[config.mk]
export PLATFORM = sky130hd
export DESIGN_NAME = sg_walker
export DESIGN_NICKNAME = d
export VERILOG_FILES = /design/src/rtl/sg_walker.sv
export SDC_FILE = /design/constraint.sdc
export NUM_CORES = 1
export LEC_CHECK = 0
export ABC_CLOCK_PERIOD_IN_PS = 4450
export BUFFER_PORTS_ARGS = -buffer_cell sky130_fd_sc_hd__buf_2
export CAP_MARGIN = 30
export CORE_MARGIN = 4
export CORE_UTILIZATION = 49
export CTS_CLUSTER_DIAMETER = 60
export DETAILED_ROUTE_END_ITERATION = 10
export GPL_ROUTABILITY_DRIVEN = 0
export PLACE_DENSITY_LB_ADDON = 0.3
export SYNTH_ARGS = -nofsm -noshare
export SYNTH_HDL_FRONTEND = slang
export SYNTH_SLANG_ARGS = --single-unit
[constraint.sdc]
create_clock -name clk -period 4.45 [get_ports clk]
set_input_delay 0.89 -clock clk [delete_from_list [all_inputs] [get_ports clk]]
set_output_delay 0.89 -clock clk [all_outputs]
set_load 0.05 [all_outputs]
[src/rtl/sg_walker.sv]
module sg_walker #(
  parameter int MAX_ENTRIES = 16,
  localparam int CNT_W = $clog2(MAX_ENTRIES + 1),
  localparam int SUM_W = 28 + CNT_W
) (
  input  logic             clk,
  input  logic             rst_n,
  input  logic             start,
  input  logic [31:0]      base_addr,
  output logic             busy,
  output logic             mem_req_valid,
  input  logic             mem_req_ready,
  output logic [31:0]      mem_req_addr,
  input  logic             mem_rsp_valid,
  input  logic [31:0]      mem_rsp_data,
  input  logic             mem_rsp_err,
  output logic             seg_valid,
  input  logic             seg_ready,
  output logic [31:0]      seg_addr,
  output logic [27:0]      seg_len,
  output logic             done,
  output logic             error,
  output logic [CNT_W-1:0] done_count,
  output logic [SUM_W-1:0] done_bytes
);

  typedef enum logic [2:0] {
    S_IDLE, S_REQ_LEN, S_WAIT_LEN, S_REQ_ADR, S_WAIT_ADR, S_SEG, S_FIN
  } state_t;

  state_t           st;
  logic [31:0]      base_q;
  logic [CNT_W-1:0] idx_q;
  logic [27:0]      len_q;
  logic             last_q;
  logic [30:0]      addr_q;
  logic [CNT_W-1:0] cnt_q;
  logic [SUM_W-1:0] sum_q;
  logic             err_q;

  assign busy          = (st != S_IDLE);
  assign mem_req_valid = (st == S_REQ_LEN) || (st == S_REQ_ADR);
  assign mem_req_addr  = base_q + (32'(idx_q) << 3) + ((st == S_REQ_ADR) ? 32'd4 : 32'd0);
  assign seg_valid     = (st == S_SEG);
  assign seg_addr      = {1'b0, addr_q};
  assign seg_len       = len_q;
  assign done          = (st == S_FIN);
  assign error         = done && err_q;
  assign done_count    = cnt_q;
  assign done_bytes    = sum_q;

  always_ff @(posedge clk) begin
    if (!rst_n) begin
      st     <= S_IDLE;
      base_q <= '0;
      idx_q  <= '0;
      len_q  <= '0;
      last_q <= 1'b0;
      addr_q <= '0;
      cnt_q  <= '0;
      sum_q  <= '0;
      err_q  <= 1'b0;
    end else begin
      case (st)
        S_IDLE:
          if (start) begin
            base_q <= base_addr;
            idx_q  <= '0;
            cnt_q  <= '0;
            sum_q  <= '0;
            err_q  <= 1'b0;
            st     <= S_REQ_LEN;
          end
        S_REQ_LEN:
          if (mem_req_ready) st <= S_WAIT_LEN;
        S_WAIT_LEN:
          if (mem_rsp_valid) begin
            if (mem_rsp_err) begin
              err_q <= 1'b1;
              st    <= S_FIN;
            end else begin
              len_q  <= mem_rsp_data[27:0];
              last_q <= mem_rsp_data[31];
              st     <= S_REQ_ADR;
            end
          end
        S_REQ_ADR:
          if (mem_req_ready) st <= S_WAIT_ADR;
        S_WAIT_ADR:
          if (mem_rsp_valid) begin
            if (mem_rsp_err) begin
              err_q <= 1'b1;
              st    <= S_FIN;
            end else begin
              addr_q <= mem_rsp_data[30:0];
              st     <= S_SEG;
            end
          end
        S_SEG:
          if (seg_ready) begin
            cnt_q <= cnt_q + 1'b1;
            sum_q <= sum_q + SUM_W'(len_q);
            if (last_q) begin
              st <= S_FIN;
            end else if (idx_q == CNT_W'(MAX_ENTRIES - 1)) begin
              err_q <= 1'b1;
              st    <= S_FIN;
            end else begin
              idx_q <= idx_q + 1'b1;
              st    <= S_REQ_LEN;
            end
          end
        default:
          st <= S_IDLE;
      endcase
    end
  end

endmodule

==> reports/metrics.yaml <==
synthesis:
  synth_top_family_by_area: "simple AND/OR/NAND/NOR gates"
  yosys-top-cells-area: "dfxtp_1, nand2_1, a21boi_0"
  muxShareOfSynthArea_pct: 0.2738
  ys_seq_area_share_pct: 35.82
  synth_compound_area_share_pct: 23.66
  synth-seq-cells: 139
  synth_top_area_share_pct: 35.82
  synth.most_common_cell: "nand2_1"
  async_flop_share_pct: 0
  post_synth.cell_area_avg_sq_um: 7.886
  synth-simple-area-share_pct: 23.76
  synth_fa_ha_area_share_pct: 6.604
  synthFlopType: "dfxtp_1"
  synth-edff-count: 0
  synthTopCellsByCount: "nand2_1, dfxtp_1, a21boi_0"
  synth_nets: 1095
  synth.cell_area_sq_um: 7767
  synth_xor_area_share_pct: 5.751
  syn_inst: 985
  ys_types: 67
  yosys.area.top_type: "dfxtp_1"
  ys_warn_count: 0
grt:
  grt_max_degree: 87
  antenna_found_initial: 0
  grt_overflow: 0
  grt_pass1_vias: 7161
  grt_pass1_wl_mm: 35.04
  track_usage_pct: 23.70
power_and_ir_drop:
  leakage_nw: 4.312
  pwr-share-comb_pct: 19.4
  swShare_pct: 30.02
  p_per_area_nw_per_um2: 387.5
  net-switching-power_mw: 1.134
  p_int_mw: 2.643
  pwr-share-seq_pct: 36.2
  pwr-share-clk_pct: 44.3
  ir_drop_v: 0.0002500
layout:
  drive_above_1_share_pct: 23.39
  nets: 1277
  regArea_sq_um: 2783
  antenna-diode-count: 0
  fillers: 1393
  areaGrowthSynthToFinish_pct: 25.48
  fin_util_pct: 63.41
  postLayoutCellArea_sq_um: 9747
  multiInputGateArea_sq_um: 4742
clock_tree:
  root_buffer: "clkbuf_16"
  cts_tree: "built"
  numCtsBuffers: 17
  clk_latency_ns: 0.43
  cts_max_path_buffers: 2
  cts_max_level: 4
  clk_pin_slew_ns: 0.06
  cts.sinks: 139
  cts-hold-fix-buffers: 0
setup_path:
  cp_max_fo: 14
  required_ns: 3.56
  arrival_ns: 3.39
  critPathLaunchType: "flip-flop"
  setup.worst_path.class: "reg -> out"
  cp-end-kind: "output port"
die:
  die-height_microns: 133.9
  die_x_microns: 133.9
  core_sq_um: 15370
  rows: 45
  dieArea_sq_um: 17930
  ios: 206
  start_util_pct: 50.53
routing:
  drt-wirelength-per-cell_microns: 15.51
  vias: 7479
  drc_errors: 0
  via_per_inst: 5.377
  postRouteAntennaNets: 0
  drtIter0Drc: 464
  drt-pass1-iter-count: 5
  routed_wl_mm: 21.57
timing:
  fin_crit_ns: 4.279
  tns_ns: 0
  setup_viol: 0
  max_freq_mhz: 233.7
  rsz0062_at_grt: "no"
  worst_pin_slew_ns: 0.7394
  post-route-period-util_pct: 96.15
  slew_viol_final: 0
  hold_viol_final: 0
  clock_skew_ns: 0.01469
  max_slew_margin_pct: 50.71
placed_design:
  placed_area_sq_um: 9027
  hpwlAfterDp_mm: 15.38
  portBuffers: 204
outcome:
  outcome: "finished clean"
min_path:
  hold_class: "reg -> reg"
flow_run:
  cap_violations: 0
## layout make-up
cell class                      count  share of cell area (%)
Multi-Input combinational cell    767                   48.65
Tap cell                          211                   2.709
Clock inverter                     10                   2.144
Sequential cell                   139                   28.55
Inverter                           25                  0.9628
Timing Repair Buffer              217                   11.91
Clock buffer                       22                   5.071
## state kept, by name (all words and copies together) (netlist names)
name / flops
done_count: 5
idx_q: 5
seg_len: 28
last_q: 1
addr_q: 31
done_bytes: 33
err_q: 1
st: 3
base_q: 32
## kinds of logic after synthesis
group           after synthesis
xor+xnor                     51
compound gates              259
other cells                   1
simple gates                414
fa+ha+maj                    40
mux                           2
flops                       139
buf+inv                      79
## power by group through the flow
stage / Clock (mW) / Combinational [mW] / Sequential, mW
after floorplan: 0 / 0.492 / 1.43
after global placement: 0 / 0.721 / 1.39
after detailed placement: 0 / 0.733 / 1.39
after CTS: 1.70 / 0.736 / 1.37
after global routing: 1.75 / 0.794 / 1.38
final: 1.67 / 0.734 / 1.37
## metal layers
| metal | track usage, % | share of wire, % |
|---|---|---|
| met1 | 30.94 | 45 |
| met2 | 38.10 | 45 |
| met3 | 6.714 | 8.1 |
| met4 | 7.486 | 1.5 |
| met5 | 0 | 0 |
## final timing paths
kind | start | end | slack, ns | depth (start not counted)
max | st[2]$_SDFFE_PN0P_ | mem_req_addr[28] | 0.17 | 13
min | addr_q[17]$_SDFFE_PN0P_ | addr_q[17]$_SDFFE_PN0P_ | 0.45 | 2
max reg2reg | st[2]$_SDFFE_PN0P_ | done_bytes[25]$_SDFFE_PN0P_ | 1.58 | 6
min reg2reg | addr_q[17]$_SDFFE_PN0P_ | addr_q[17]$_SDFFE_PN0P_ | 0.45 | 2
## metrics by stage
| step | total power [mW] | hold slack [ns] | worst slack, ns | cells |
|---|---|---|---|---|
| after floorplan | 1.923 | 0.4286 | 0.008772 | 985 |
| after global placement | 2.112 | 0.4371 | 0.5901 | 1357 |
| after detailed placement | 2.128 | 0.4431 | 0.5524 | 1359 |
| after CTS | 3.808 | 0.4514 | 0.03141 | 1391 |
| after global routing | 3.916 | 0.4721 | 0.01860 | 1391 |
| final | 3.777 | 0.4512 | 0.1714 | 1391 |
## repair_timing
item / 4_1_cts / 5_1_grt
endpoints found under the setup margin: 0 / 8
setup buffers: 0 / 0
resized for setup: 0 / 3
## cells in the final DEF (no fill, tap or decap), types with 4 or more instances in the layout
master / netlist / routed
nand2_1: 244 / 244
buf_2: 7 / 203
dfxtp_1: 139 / 139
a21boi_0: 74 / 74
a21oi_1: 43 / 43
nor2_1: 40 / 40
ha_1: 37 / 37
o21ai_0: 28 / 28
inv_1: 24 / 24
xor2_1: 30 / 24
nand3_1: 23 / 23
nor2b_1: 23 / 22
a21boi_1: 21 / 21
xnor2_1: 21 / 21
and3_1: 17 / 17
clkbuf_16: 0 / 17
nor3_1: 17 / 16
buf_4: 3 / 12
and2_1: 10 / 10
a21o_1: 10 / 10
nand4_1: 10 / 10
a22oi_1: 9 / 9
o21ai_1: 9 / 8
nand2b_1: 8 / 8
o21bai_1: 8 / 8
o21a_1: 6 / 6
xor2_2: 0 / 6
bufinv_16: 0 / 6
or3_1: 5 / 5
o211ai_1: 5 / 5
clkbuf_8: 0 / 5
a31oi_1: 4 / 4
a21oi_2: 4 / 4
## critical path, cell delays in order (launching register included)
cell	delay [ns]
dfxtp_1	0.46
nor2b_4	0.17
and2_1	0.14
ha_1	0.16
inv_1	0.05
fa_1	0.40
nor2b_1	0.13
o21ai_1	0.08
a21boi_1	0.22
o21a_1	0.19
o21ai_2	0.14
nor4_2	0.39
xor2_2	0.15
buf_2	0.27
Note: power is estimated with default switching activity, not from simulation.
